`config.mk`:
```
export PLATFORM = sky130hd
export DESIGN_NAME = rf_allbank_sched
export DESIGN_NICKNAME = d
export VERILOG_FILES = /design/src/rtl/rf_pkg.sv /design/src/rtl/rf_timebase.sv /design/src/rtl/rf_bank_summary.sv /design/src/rtl/rf_credit_counter.sv /design/src/rtl/rf_allbank_sched.sv
export SDC_FILE = /design/constraint.sdc
export NUM_CORES = 1
export LEC_CHECK = 0
export ABC_AREA = 1
export BUFFER_PORTS_ARGS = -buffer_cell sky130_fd_sc_hd__buf_2
export CAP_MARGIN = 25
export CORE_AREA = 2 2 118 120
export CTS_BUF_LIST = sky130_fd_sc_hd__clkbuf_4
export DETAILED_ROUTE_END_ITERATION = 8
export DIE_AREA = 0 0 120 122
export PLACE_DENSITY = 0.44
export SETUP_SLACK_MARGIN = 0.5
export SLEW_MARGIN = 0
export SYNTH_ARGS = -nofsm -noshare
export SYNTH_HDL_FRONTEND = slang
export SYNTH_SLANG_ARGS = --single-unit
```
`constraint.sdc`:
```
create_clock -name clk -period 2.77 [get_ports clk]
set_input_delay 0.1385 -clock clk [delete_from_list [all_inputs] [get_ports clk]]
set_output_delay 0.1385 -clock clk [all_outputs]
set_load 0.02 [all_outputs]
```
`src/rtl/rf_pkg.sv`:
```
package rf_pkg;

  typedef enum logic [1:0] {
    ST_REGULAR    = 2'd0,
    ST_PRECHARGED = 2'd1,
    ST_PULLEDIN   = 2'd2
  } rf_state_e;

  localparam logic KIND_PREA = 1'b0;
  localparam logic KIND_REFA = 1'b1;

  // Width of the signed credit counter: magnitude of the larger limit plus sign and margin.
  function automatic int credit_width(input int ceil_lim, input int floor_lim);
    int big;
    big = (ceil_lim > floor_lim) ? ceil_lim : floor_lim;
    return $clog2(big + 1) + 2;
  endfunction

endpackage

```
`src/rtl/rf_timebase.sv`:
```
module rf_timebase #(
  parameter int TIME_W       = 20,
  parameter int REF_INTERVAL = 20,
  parameter int REF_DURATION = 6
) (
  input  logic clk,
  input  logic rst_n,
  input  logic tick,
  input  logic advance,
  output logic due,
  output logic window_closed
);
  localparam logic [TIME_W-1:0] IVL   = TIME_W'(REF_INTERVAL);
  localparam logic [TIME_W:0]   IVL_X = (TIME_W+1)'(REF_INTERVAL);
  localparam logic [TIME_W:0]   DUR_X = (TIME_W+1)'(REF_DURATION);

  logic [TIME_W-1:0] now_q;
  logic [TIME_W-1:0] deadline_q;

  // Late check: does the refresh finishing now run past the following deadline?
  function automatic logic late_past_next(input logic [TIME_W-1:0] t, input logic [TIME_W-1:0] dl);
    return ({1'b0, t} + DUR_X) >= ({1'b0, dl} + IVL_X);
  endfunction

  always_ff @(posedge clk) begin
    if (!rst_n) begin
      now_q      <= '0;
      deadline_q <= IVL;
    end else begin
      if (tick)    now_q      <= now_q + 1'b1;
      if (advance) deadline_q <= deadline_q + IVL;
    end
  end

  assign due           = (now_q >= deadline_q);
  assign window_closed = late_past_next(now_q, deadline_q);

  // A deadline only moves while it is due: every advance path is gated by the deadline.
  assert_advance_when_due_R2: assert property (@(posedge clk) disable iff (!rst_n)
    advance |-> due);

endmodule

```
`src/rtl/rf_bank_summary.sv`:
```
module rf_bank_summary #(
  parameter int NUM_BANKS = 4
) (
  input  logic [NUM_BANKS-1:0] bank_idle,
  input  logic [NUM_BANKS-1:0] bank_act,
  output logic                 any_busy,
  output logic                 any_open
);
  logic [NUM_BANKS:0] busy_chain;
  logic [NUM_BANKS:0] open_chain;

  assign busy_chain[0] = 1'b0;
  assign open_chain[0] = 1'b0;

  for (genvar b = 0; b < NUM_BANKS; b++) begin : g_bank
    assign busy_chain[b+1] = busy_chain[b] | ~bank_idle[b];
    assign open_chain[b+1] = open_chain[b] |  bank_act[b];
  end

  assign any_busy = busy_chain[NUM_BANKS];
  assign any_open = open_chain[NUM_BANKS];

endmodule

```
`src/rtl/rf_credit_counter.sv`:
```
module rf_credit_counter #(
  parameter int MAX_POSTPONE = 2,
  parameter int MAX_PULLIN   = 2,
  parameter int CW           = 4
) (
  input  logic clk,
  input  logic rst_n,
  input  logic inc,
  input  logic dec,
  output logic at_ceiling,
  output logic at_floor,
  output logic dec_reaches_floor
);
  localparam logic signed [CW-1:0] CEIL  = CW'(MAX_POSTPONE);
  localparam logic signed [CW-1:0] FLOOR = CW'(-MAX_PULLIN);
  localparam logic signed [CW-1:0] ONE   = CW'(1);

  logic signed [CW-1:0] credit_q;

  always_ff @(posedge clk) begin
    if (!rst_n)   credit_q <= '0;
    else if (inc) credit_q <= credit_q + ONE;
    else if (dec) credit_q <= credit_q - ONE;
  end

  assign at_ceiling        = (credit_q == CEIL);
  assign at_floor          = (credit_q == FLOOR);
  assign dec_reaches_floor = ((credit_q - ONE) == FLOOR);

  assert_credit_in_range_R7: assert property (@(posedge clk) disable iff (!rst_n)
    (credit_q <= CEIL) && (credit_q >= FLOOR));

  assert_no_postpone_past_ceiling_R3: assert property (@(posedge clk) disable iff (!rst_n)
    inc |-> !at_ceiling);

  assert_single_step_R2: assert property (@(posedge clk) disable iff (!rst_n)
    !(inc && dec));

endmodule

```
`src/rtl/rf_allbank_sched.sv`:
```
module rf_allbank_sched
  import rf_pkg::*;
#(
  parameter int NUM_BANKS    = 4,
  parameter int MAX_POSTPONE = 2,
  parameter int MAX_PULLIN   = 2,
  parameter int REF_INTERVAL = 20,
  parameter int REF_DURATION = 6,
  parameter int TIME_W       = 20
) (
  input  logic                 clk,
  input  logic                 rst_n,
  input  logic                 tick,
  input  logic [NUM_BANKS-1:0] bank_idle,
  input  logic [NUM_BANKS-1:0] bank_act,
  input  logic                 chk_ready,
  output logic                 cmd_valid,
  output logic                 cmd_kind,
  output logic                 block_banks,
  output logic                 done_pre,
  output logic                 done_ref
);
  localparam int CW = credit_width(MAX_POSTPONE, MAX_PULLIN);

  rf_state_e state_q;
  logic      req_q;
  logic      kind_q;
  logic      block_q;

  logic due, window_closed;
  logic any_busy, any_open;
  logic at_ceiling, at_floor, dec_reaches_floor;

  // Named internal events.
  logic accept_ev, pre_accept_ev, ref_accept_ev;
  logic decide_ev, postpone_ev, pullin_exit_ev;
  logic forced_now, floor_hit, run_ends_ev, advance_ev, dec_ev;

  rf_timebase #(
    .TIME_W      (TIME_W),
    .REF_INTERVAL(REF_INTERVAL),
    .REF_DURATION(REF_DURATION)
  ) u_time (
    .clk          (clk),
    .rst_n        (rst_n),
    .tick         (tick),
    .advance      (advance_ev),
    .due          (due),
    .window_closed(window_closed)
  );

  rf_bank_summary #(.NUM_BANKS(NUM_BANKS)) u_banks (
    .bank_idle(bank_idle),
    .bank_act (bank_act),
    .any_busy (any_busy),
    .any_open (any_open)
  );

  rf_credit_counter #(
    .MAX_POSTPONE(MAX_POSTPONE),
    .MAX_PULLIN  (MAX_PULLIN),
    .CW          (CW)
  ) u_credit (
    .clk              (clk),
    .rst_n            (rst_n),
    .inc              (postpone_ev),
    .dec              (dec_ev),
    .at_ceiling       (at_ceiling),
    .at_floor         (at_floor),
    .dec_reaches_floor(dec_reaches_floor)
  );

  assign accept_ev      = req_q & chk_ready;
  assign pre_accept_ev  = accept_ev & (kind_q == KIND_PREA);
  assign ref_accept_ev  = accept_ev & (kind_q == KIND_REFA);
  assign decide_ev      = ~req_q & due;
  assign forced_now     = at_ceiling;
  assign postpone_ev    = decide_ev & (state_q == ST_REGULAR) & ~forced_now & any_busy;
  assign pullin_exit_ev = decide_ev & (state_q == ST_PULLEDIN) & any_busy;
  assign floor_hit      = (state_q == ST_PULLEDIN) ? dec_reaches_floor : at_floor;
  assign run_ends_ev    = ref_accept_ev & (floor_hit | window_closed);
  assign dec_ev         = ref_accept_ev & (state_q == ST_PULLEDIN);
  assign advance_ev     = postpone_ev | pullin_exit_ev | run_ends_ev;

  always_ff @(posedge clk) begin
    if (!rst_n) begin
      state_q <= ST_REGULAR;
      req_q   <= 1'b0;
      kind_q  <= KIND_PREA;
      block_q <= 1'b0;
    end else if (req_q) begin
      if (chk_ready) begin
        req_q <= 1'b0;
        if (kind_q == KIND_PREA) begin
          block_q <= 1'b1;
          state_q <= ST_PRECHARGED;
        end else begin
          block_q <= 1'b0;
          state_q <= run_ends_ev ? ST_REGULAR : ST_PULLEDIN;
        end
      end
    end else if (due) begin
      unique case (state_q)
        ST_REGULAR: begin
          if (forced_now || !any_busy) begin
            req_q  <= 1'b1;
            kind_q <= any_open ? KIND_PREA : KIND_REFA;
            if (forced_now) begin
              block_q <= 1'b1;
              if (!any_open) state_q <= ST_PRECHARGED;
            end
          end
        end
        ST_PRECHARGED: begin
          req_q  <= 1'b1;
          kind_q <= KIND_REFA;
        end
        ST_PULLEDIN: begin
          if (any_busy) begin
            state_q <= ST_REGULAR;
          end else begin
            req_q  <= 1'b1;
            kind_q <= KIND_REFA;
          end
        end
        default: state_q <= ST_REGULAR;
      endcase
    end
  end

  assign cmd_valid   = req_q;
  assign cmd_kind    = kind_q;
  assign block_banks = block_q;
  assign done_pre    = pre_accept_ev;
  assign done_ref    = ref_accept_ev;

  // ---------------- assertions ----------------
  assert_request_held_R6: assert property (@(posedge clk) disable iff (!rst_n)
    (cmd_valid && !chk_ready) |=> (cmd_valid && $stable(cmd_kind)));

  assert_precharged_blocks_R5: assert property (@(posedge clk) disable iff (!rst_n)
    (state_q == ST_PRECHARGED) |-> block_banks);

  assert_precharged_only_refa_R5: assert property (@(posedge clk) disable iff (!rst_n)
    (cmd_valid && state_q == ST_PRECHARGED) |-> (cmd_kind == KIND_REFA));

  assert_postpone_quiet_R2: assert property (@(posedge clk) disable iff (!rst_n)
    postpone_ev |=> !cmd_valid);

  assert_forced_blocks_R3: assert property (@(posedge clk) disable iff (!rst_n)
    (decide_ev && state_q == ST_REGULAR && forced_now) |=> (cmd_valid && block_banks));

  assert_block_drops_R10: assert property (@(posedge clk) disable iff (!rst_n)
    done_ref |=> !block_banks);

  assert_exit_quiet_R9: assert property (@(posedge clk) disable iff (!rst_n)
    pullin_exit_ev |=> (!cmd_valid && state_q == ST_REGULAR));

endmodule

```
==> impl_metrics.py, run 1 <==
metrics = {
    "cells_and_area": {
        "drive_above_1_share_pct": 24.3,
        "nNetsFinal": 748,
        "syn_to_final_growth_pct": 29.4,
        "n_antenna_cell": 0,
        "final_core_utilization_pct": 37.8,
    },
    "logic_synthesis": {
        "syn-num-nets": 669,
        "yosysWarnings": 0,
        "netlist_top_cells_area": "dfxtp_1 (24%), ha_1 (16%), nand2_1 (14%), nor2_1 (9.6%), inv_1 (7.6%)",
        "synth_cells": 608,
        "synth.ff_latch_count": 47,
        "syn_avg_cell_area_um2": 6.50,
        "syn_area_mm2": 0.00395,
        "synth_cell_types": 33,
        "yosysTopAreaCell": "dfxtp_1",
        "ys_seq_area_share_pct": 23.8,
        "synth_top_area_share_pct": 23.8,
    },
    "sta": {
        "hold_slack_ns": 0.215,
        "fin_crit_ns": 2.73,
        "tightest_slew_ns": 0.594,
        "finalCritPeriodShare_pct": 98.5,
        "rsz0062_at_grt": "true",
        "setup_ws_ns": 0.0413,
        "fmax_mhz": 366,
        "fin_tns_setup_ns": 0,
        "setup_viol": 0,
        "drv_slew": 0,
        "hold_violations": 0,
        "fin_skew_ns": 0.0110,
        "slew-limit-headroom_pct": 60.3,
    },
    "worst_setup_path": {
        "crit_slowest_cell": "or4_4",
        "path_class": "reg -> reg",
        "cp.depth": 16,
        "arrival_ns": 3.05,
        "timing.critical_path.mode_cell": "nor2_4",
        "cp_max_fo": 8,
        "slowest_delay_ns": 0.43,
        "critPathTopFamily": "simple AND/OR/NAND/NOR gates",
        "ff2ff_path_depth": 16,
        "cp_num_buf_inv": 1,
        "endpoint_kind": "flop",
        "cp_data_required_time_ns": 3.10,
        "worstPathCellList": "ha_4 -> nor2_4 -> nor2_4 -> nand3_4 -> nor2_4 -> nand2_2 -> or4_4 -> ha_4 -> nand2_4 -> nor4_2 -> nand2_1 -> nand2_2 -> nand2_8 -> buf_8 -> a21boi_1 -> nor2_1",
        "cp-start-kind": "flop",
    },
    "cts": {
        "cts_sinks": 47,
        "numCtsBuffers": 5,
        "cts_root_buffer": "clkbuf_4",
        "clock_path_buffers": 2,
        "cts_tree": "built",
        "cts.clk_slew.worst_paths_ns": 0.16,
        "clkLatencyLatePin_ns": 0.42,
        "htreeDepth": 2,
    },
    "global_routing": {
        "grt.total_usage_pct": 16.7,
        "overflow": 0,
        "grt_first_pass_wirelength_mm": 19.1,
        "antenna_found_initial": 0,
        "grt_pass1_vias": 3905,
        "grt_max_degree": 36,
    },
    "floorplan": {
        "core_area_mm2": 0.0135,
        "ioPinCount": 17,
        "initial_utilization_pct": 29.3,
        "die-height_um": 122,
        "fp-row-count": 43,
        "dieArea_mm2": 0.0146,
        "die-width_um": 120,
    },
    "place": {
        "port_buffers": 16,
        "post-place-ws_ns": -0.0653,
        "dp_hpwl_mm": 8.98,
        "routabilityCongestion": 0.858,
    },
    "pwr": {
        "irDropWorstVdd_mv": 0.196,
        "finalPower_w": 0.00113,
        "p_leak_nw": 2.41,
        "p_per_area_mw_per_mm2": 222,
    },
    "worst_hold_path": {
        "min_path_type": "in -> reg",
        "hold_path_depth": 3,
    },
    "routing": {
        "drc_errors": 0,
        "ant_nets": 0,
        "drt_iter0_drc": 208,
        "wl_mm": 11.5,
        "dr.pass1.iters": 4,
        "routedWlPerCell_um": 13.2,
        "vias": 3954,
        "vias_per_cell": 4.56,
    },
    "job": {
        "drv_cap": 0,
    },
    "status": {
        "status": "completed",
    },
}
-- synth_stat cells --
cell	number
a21boi_0	2
a21o_1	2
a21oi_1	36
a31oi_1	3
buf_4	1
buf_8	2
clkbuf_1	4
clkbuf_2	1
clkinv_1	1
dfxtp_1	47
ha_1	49
inv_1	80
inv_2	2
nand2_1	147
nand2_2	1
nand2_8	1
nand3_1	32
nand3_2	2
nand3_4	1
nand3b_1	1
nand4_1	9
nor2_1	101
nor2_2	4
nor3_1	13
nor4_1	6
o211ai_1	1
o21a_1	2
o21ai_0	15
o21ai_1	3
o21bai_1	1
or4_1	1
xnor2_1	5
xor2_1	32
-- through the flow --
step                cells  instance area, um^2
finish                868                 5110
global route          868                 5110
CTS                   861                 4860
detailed placement    843                 4610
global placement      843                 4610
floorplan             608                 4010
-- tightest hold or removal path, cell delays in order --
cell and delay (ns):
buf_2 0.08, inv_1 0.22, nor2_1 0.16
-- power breakdown --
| part | internal [W] | switching, W | leakage [nW] |
|---|---|---|---|
| Clock | 0.000108 | 0.000269 | 0.0317 |
| Sequential | 0.000679 | 0.00000328 | 0.387 |
| Combinational | 0.0000306 | 0.0000434 | 1.99 |
-- final timing paths --
kind                               from               endpoint  slack [ns]
setup / recovery   u_time.deadline_q[3]  u_time.deadline_q[13]        0.04
hold / removal                    rst_n        u_time.now_q[0]        0.21
setup reg to reg   u_time.deadline_q[3]  u_time.deadline_q[13]        0.04
hold reg to reg   u_time.deadline_q[19]  u_time.deadline_q[19]        0.50
-- routing by layer --
layer  track usage [%]  wire, um  up-vias  share of wire, %
met2              27.5      5200       51                45
met5                 0         0        -                 0
met1              22.5      5870     1784                51
li1                  -         -     2109                 -
met3              2.57       276       10               2.4
met4              5.22       148        0               1.3
-- cell type report --
class                      instances  area (um^2)
sequential                        47          966
tap                              180          225
fill                            1459         8390
clock buffer                       6         45.0
inverter                          83          312
multi-input combinational        472         2990
clock inverter                     2         12.5
timing repair buffer              78          566
-- logic make-up (layout without fill, tap and decap cells) --
family,Yosys count,count (layout),synth area share [%]
adders and majority gates,49,49,15.5
xor gates and xnor gates,37,37,8.20
DFF,47,47,23.8
and+or+nand+nor,319,321,34.3
AOI/OAI and AO/OA,65,65,8.84
buffers and inverters,91,169,9.34
-- sequential cells by signal, indices dropped and copies added (netlist names) --
signal	count
block_banks	1
cmd_kind	1
cmd_valid	1
state_q	2
u_credit.credit_q	4
u_time.deadline_q	18
u_time.now_q	20
-- cell usage in the layout, fill, tap and decap left out, types with 3 or more instances in the layout --
cell type  count
o21ai_1        4
clkbuf_4       6
nand4_1        9
dfxtp_1       29
nor2_1        90
a31oi_1        3
buf_2         16
dfxtp_2       17
nand2_4        3
nand2_1      137
nand3_1       28
xnor2_1        5
a21oi_2        5
ha_1          46
xor2_1        25
inv_1         76
nand3_4        4
buf_4         57
o21ai_0       14
nor2_4         7
nand3_2        3
inv_2          6
a21oi_1       31
nor3_1        10
nor3_2         3
nand2_2        8
nor2_2         8
xor2_2         7
nand2_8        3
-- what timing repair did --
action	in CTS	in global routing
pin swaps	19	26
setup buffers	7	6
cloned	1	1
setup endpoints to repair	19	26
hold buffers	2	0
endpoints found under the hold margin	2	0
gates resized for setup	34	45
Power figures use the tool's default switching activity.
==> run 2: changes to the inputs <==
- ABC_AREA: 1 -> unset
- CELL_PAD_IN_SITES_DETAIL_PLACEMENT: unset -> 0
- CELL_PAD_IN_SITES_GLOBAL_PLACEMENT: unset -> 1
- PLACE_DENSITY: 0.44 -> 0.55
==> run 2 against run 1 <==
Sequential share of layout area down 1.4 points. Sequential power about the same. Maximum frequency is 12% lower. Cell area is 8.4% higher. Flip-flop and latch count stayed put. Clock power is 25% higher. Core utilization rose by 3.2 points. Cell count is 8.5% lower. Register-to-register slack lost 0.38 ns. Count of clock-buffer cells in the layout shrank 1. Critical endpoint is now u_time.deadline_q[19]. Power grew 8.6%. The run now ends with setup timing left. First-iteration DRC count fell by 42%.
==> impl_metrics.py, run 2 <==
metrics = {
    "logic_synthesis": {
        "synth_cell_types": 58,
        "yosysWarnings": 0,
        "async_flop_share_pct": 0,
        "synth.most_common_cell": "nand2_1",
        "ys_seq_area_share_pct": 23.8,
        "synth.ff_latch_count": 47,
        "ys.flop_type": "dfxtp_1",
        "syn_avg_cell_area_um2": 7.89,
        "synth_edf_count": 0,
        "yosysTopAreaCell": "dfxtp_1",
        "syn-num-nets": 562,
        "netlist_top_cells_area": "dfxtp_1 (24%), ha_1 (16%), xnor2_1 (6.9%), nand2_1 (5.8%), nor2_1 (4.7%)",
        "synth_top_area_share_pct": 23.8,
        "syn_area_mm2": 0.00395,
        "synth_cells": 501,
        "synthTopCellsByCount": "nand2_1 (61), ha_1 (49), nor2_1 (49)",
    },
    "place": {
        "dp_hpwl_mm": 9.00,
        "routabilityCongestion": 0.859,
        "post-place-ws_ns": -0.547,
        "port_buffers": 16,
        "dpl-instance-area_mm2": 0.00499,
    },
    "cells_and_area": {
        "layout_commonest_cell": "buf_4",
        "largestRegisters": "u_time.now_q (20), u_time.deadline_q (18), u_credit.credit_q (4)",
        "nNetsFinal": 672,
        "fill_cells": 1388,
        "drive_above_1_share_pct": 34.6,
        "fin_area_mm2": 0.00554,
        "final_core_utilization_pct": 41.0,
        "syn_to_final_growth_pct": 40.2,
        "largest_register_ff_count": 20,
        "final_cell_mix": "buf_4 (96), nand2_1 (59), nor2_1 (45)",
        "largest-register": "u_time.now_q",
    },
    "floorplan": {
        "die-height_um": 122,
        "die-width_um": 120,
        "core_area_mm2": 0.0135,
        "initial_utilization_pct": 29.3,
        "ioPinCount": 17,
        "dieArea_mm2": 0.0146,
        "fp-row-count": 43,
    },
    "pwr": {
        "p_leak_nw": 2.36,
        "irDropWorstVdd_mv": 0.129,
        "p_per_area_mw_per_mm2": 222,
        "finalPower_w": 0.00123,
    },
    "sta": {
        "fmax_mhz": 322,
        "drv_slew": 0,
        "rsz0062_at_grt": "true",
        "setup_ws_ns": -0.340,
        "hold_violations": 0,
        "setup_viol": 19,
        "tightest_slew_ns": 0.601,
        "fin_skew_ns": 0.0227,
        "hold_slack_ns": 0.127,
        "finalCritPeriodShare_pct": 112,
        "slew-limit-headroom_pct": 59.5,
        "fin_crit_ns": 3.11,
    },
    "worst_hold_path": {
        "min_path_type": "in -> reg",
    },
    "status": {
        "violations": "setup timing",
        "status": "complete, but fails checks",
    },
    "worst_setup_path": {
        "cp_max_fo": 7,
        "endpoint_kind": "flop",
        "arrival_ns": 3.45,
        "cp-start-kind": "flop",
        "cp_data_required_time_ns": 3.11,
        "path_class": "reg -> reg",
    },
    "routing": {
        "vias": 3863,
        "routedWlPerCell_um": 14.6,
        "vias_per_cell": 4.87,
        "drc_errors": 0,
        "dr.pass1.iters": 4,
        "drt_iter0_drc": 120,
        "ant_nets": 0,
        "wl_mm": 11.6,
    },
    "global_routing": {
        "overflow": 0,
        "grt_first_pass_wirelength_mm": 19.5,
        "grt_pass1_vias": 4073,
        "antenna_found_initial": 1,
        "grt.total_usage_pct": 17.0,
        "grt_max_degree": 40,
    },
    "cts": {
        "htreeDepth": 2,
        "numCtsBuffers": 5,
        "clock_path_buffers": 2,
        "cts.clk_slew.worst_paths_ns": 0.17,
        "cts_sinks": 47,
        "clkLatencyLatePin_ns": 0.42,
        "cts_tree": "built",
        "cts_root_buffer": "clkbuf_4",
    },
    "job": {
        "drv_cap": 0,
    },
}
-- run 2: cell type report --
| class | instances | area [um^2] | area share [%] |
|---|---|---|---|
| Clock buffer | 5 | 37.5 | 0.677 |
| Timing Repair Buffer | 124 | 948 | 17.1 |
| Multi-Input combinational cell | 401 | 3200 | 57.7 |
| Sequential cell | 47 | 967 | 17.5 |
| Tap cell | 180 | 225 | 4.06 |
| Inverter | 32 | 120 | 2.17 |
| Clock inverter | 3 | 42.5 | 0.768 |
| Antenna cell | 2 | 5.00 | 0.0903 |
-- run 2: logic make-up after synthesis --
family          count (synthesis)  synth area share [%]
fa+ha+maj                      49                  15.5
mux                            18                  4.62
flops                          47                  23.8
xor+xnor                       50                  11.1
simple gates                  202                  25.4
compound gates                 82                  13.9
buf+inv                        53                  5.73
-- run 2: power breakdown --
part | internal [W] | switching (W) | total [W]
logic | 0.0000331 | 0.0000444 | 0.0000775
clock network | 0.000191 | 0.000280 | 0.000470
registers | 0.000678 | 0.00000530 | 0.000683
total | 0.000902 | 0.000330 | 0.00123
-- run 2: critical path, cell delays in order, from the launching register on --
cell and delay [ns]:
dfxtp_4 0.40, ha_4 0.17, o2111ai_4 0.25, nor2_2 0.07, and3_4 0.16, and3_4 0.18, xnor2_1 0.12, ha_1 0.32
nand4_1 0.16, or2_2 0.35, o21ai_4 0.31, buf_6 0.20, o2bb2ai_1 0.15, mux2i_1 0.20
-- run 2: what timing repair did --
action,4_1_cts,5_1_grt
hold buffers,4,0
pin swaps,16,5
buffers inserted,4,2
hold endpoints to repair,3,0
gates resized for setup,54,22
setup endpoints to repair,27,30
-- run 2: path summary, 6_finish.rpt --
kind	start	endpoint	slack (ns)	cells after the start
setup reg to reg	u_time.deadline_q[3]	u_time.deadline_q[19]	-0.34	13
hold reg to reg	u_time.deadline_q[6]	u_time.deadline_q[6]	0.49	2
hold / removal	rst_n	cmd_valid	0.13	3
setup / recovery	u_time.deadline_q[3]	u_time.deadline_q[19]	-0.34	13
-- run 2: routing by layer --
metal / wire, um / global-route usage [%]
met3: 211 / 2.34
met2: 5970 / 31.7
met4: 204 / 6.03
met1: 5240 / 19.7
met5: 0 / 0
-- run 2: metrics by stage --
step	std cells	TNS, ns
CTS	790	-5.67
detailed placement	774	-8.95
global placement	774	-10.19
finish	794	-4.99
floorplan	501	-3.30
global route	794	-8.41
==> run 3: changes to the inputs <==
- CORE_AREA: 2 2 118 120 -> 2 2 101 141
- DIE_AREA: 0 0 120 122 -> 0 0 103 143
==> run 3 against run 2 <==
The flow still finishes with violations (setup timing). Core utilization fell by 0.14 points. Sequential power barely moved. Cell area fell by 1.2%. Power rose by 6.4%. Clock skew fell by 0.011 ns. Register-to-register slack got worse by 0.04 ns. Count of clock-buffer cells in the layout rose by 1. First-iteration DRC count fell by 20%. Critical path type unchanged. Largest cell class unchanged.
==> impl_metrics.py, run 3 (synthesized netlist as in run 2, its figures left out) <==
metrics = {
    "global_routing": {
        "grt_max_degree": 40,
        "overflow": 0,
        "antenna_found_initial": 1,
        "grt_pass1_vias": 4020,
        "grt_first_pass_wirelength_mm": 19.9,
        "grt.total_usage_pct": 17.5,
    },
    "worst_setup_path": {
        "crit_start": "u_time.now_q[5]",
        "worstPathCellList": "buf_6 -> and4_4 -> and3_4 -> nand2_4 -> or3_4 -> nor2_4 -> xor2_1 -> ha_1 -> nand4_1 -> a21oi_2 -> nor4_4 -> buf_4 -> o21ai_4 -> a21oi_2 -> mux2_4",
        "cp-start-kind": "flop",
        "reg2reg_from": "u_time.now_q[5]",
        "cp.depth": 15,
        "crit_slowest_cell": "dfxtp_4",
        "cp_data_required_time_ns": 3.06,
        "path_class": "reg -> reg",
        "ff2ff_path_depth": 15,
        "r2r_slack_ns": -0.38,
        "slowest_delay_ns": 0.39,
        "timing.rr.end": "u_time.deadline_q[2]",
        "cp_max_fo": 5,
        "arrival_ns": 3.44,
        "endpoint_kind": "flop",
        "timing.critical_path.mode_cell": "a21oi_2",
        "cp_num_buf_inv": 2,
        "critPathTopFamily": "simple AND/OR/NAND/NOR gates",
    },
    "routing": {
        "drt_iter0_drc": 96,
        "wl_mm": 12.1,
        "ant_nets": 0,
        "drc_errors": 0,
        "vias": 3925,
        "dr.pass1.iters": 4,
        "vias_per_cell": 4.88,
        "routedWlPerCell_um": 15.0,
    },
    "pwr": {
        "finalPower_w": 0.00131,
        "p_per_area_mw_per_mm2": 239,
        "p_leak_nw": 2.39,
        "irDropWorstVdd_mv": 0.159,
    },
    "place": {
        "dpl.cell_count": 790,
        "dp_hpwl_mm": 9.48,
        "routabilityCongestion": 0.778,
        "port_buffers": 16,
    },
    "floorplan": {
        "dieArea_mm2": 0.0147,
        "initial_utilization_pct": 29.5,
        "fp-row-count": 50,
        "die-height_um": 143,
        "die-width_um": 103,
        "ioPinCount": 17,
        "core_area_mm2": 0.0134,
    },
    "worst_hold_path": {
        "hold_end": "u_time.now_q[1]",
        "min_path_type": "in -> reg",
        "worstHoldStart": "tick",
        "hold_path_depth": 2,
    },
    "sta": {
        "setup_viol": 19,
        "hold_slack_ns": 0.0137,
        "slew-limit-headroom_pct": 61.8,
        "fin_skew_ns": 0.0114,
        "fmax_mhz": 317,
        "finalCritPeriodShare_pct": 114,
        "fin_crit_ns": 3.15,
        "tightest_slew_ns": 0.568,
        "rsz0062_at_grt": "true",
        "drv_slew": 0,
        "setup_ws_ns": -0.384,
        "hold_violations": 0,
    },
    "cells_and_area": {
        "largestRegisters": "u_time.now_q (20), u_time.deadline_q (18), u_credit.credit_q (4)",
        "final-instance-count-excl-fill": 805,
        "final_cell_mix": "buf_4 (111), nand2_1 (59), ha_1 (47)",
        "syn_to_final_growth_pct": 38.5,
        "largest_register_ff_count": 20,
        "fill_cells": 1445,
        "layout_commonest_cell": "buf_4",
        "nNetsFinal": 682,
        "drive_above_1_share_pct": 33.1,
        "largest-register": "u_time.now_q",
    },
    "job": {
        "drv_cap": 0,
    },
    "cts": {
        "cts.clk_slew.worst_paths_ns": 0.15,
        "clkLatencyLatePin_ns": 0.39,
        "cts_sinks": 47,
        "clock_path_buffers": 2,
        "cts_root_buffer": "clkbuf_4",
        "cts_tree": "built",
        "numCtsBuffers": 5,
        "htreeDepth": 2,
    },
    "status": {
        "violations": "setup timing",
        "status": "complete, but fails checks",
    },
}
run 3: power by group:
| part | leakage [nW] | internal, W | switching, W | total, W |
|---|---|---|---|---|
| combinational | 1.95 | 0.0000329 | 0.0000442 | 0.0000771 |
| sequential | 0.383 | 0.000677 | 0.00000270 | 0.000680 |
| clock | 0.0559 | 0.000292 | 0.000261 | 0.000553 |
| total | 2.39 | 0.00100 | 0.000308 | 0.00131 |
run 3: metal layers:
metal	vias to the layer above	track usage (%)	part of all wire (%)
met3	15	1.71	1.3
met1	1862	18.5	40
li1	2015	-	-
met5	-	0	0
met4	0	5.33	2.0
met2	33	34.8	57
run 3: worst reg2reg max path: cells and delay by family (launching register included):
family / cells / cell delay (ns)
flops: 1 / 0.39
xor+xnor: 1 / 0.18
simple gates: 7 / 1.26
compound gates: 3 / 0.36
fa+ha+maj: 1 / 0.27
mux: 1 / 0.31
buf+inv: 2 / 0.27
run 3: layout make-up:
class,count,area [um^2],share of cell area (%)
Antenna cell,1,2.50,0.0457
Timing Repair Buffer,133,998,18.2
Clock inverter,2,60.1,1.10
Sequential cell,47,962,17.6
Inverter,32,120,2.19
Multi-Input combinational cell,402,3060,55.9
Clock buffer,6,45.0,0.823
Tap cell,182,228,4.16
run 3: worst max-delay path by stage:
stage | endpoint | slack (ns)
final | u_time.deadline_q[2] | -0.38
after global routing | u_time.deadline_q[11] | -0.52
after CTS | u_time.deadline_q[2] | -0.38
after detailed placement | u_time.deadline_q[16] | -0.58
after global placement | u_time.deadline_q[19] | -0.49
after floorplan | u_time.deadline_q[2] | -0.25
run 3: timing repair:
item,CTS,global route
pin swaps,14,4
endpoints found under the setup margin,27,30
hold buffers,0,0
buffers inserted,4,1
gates cloned,1,0
gates resized for setup,31,14
run 3: through the flow:
stage	setup WS [ns]	setup TNS [ns]	instance area, um^2	utilization, %
global route	-0.521	-9.09	5480	40.9
floorplan	-0.251	-3.30	4060	-
finish	-0.384	-6.19	5480	40.9
detailed placement	-0.580	-9.92	5110	38.2
CTS	-0.378	-6.26	5410	40.4
global placement	-0.491	-8.16	5110	38.2
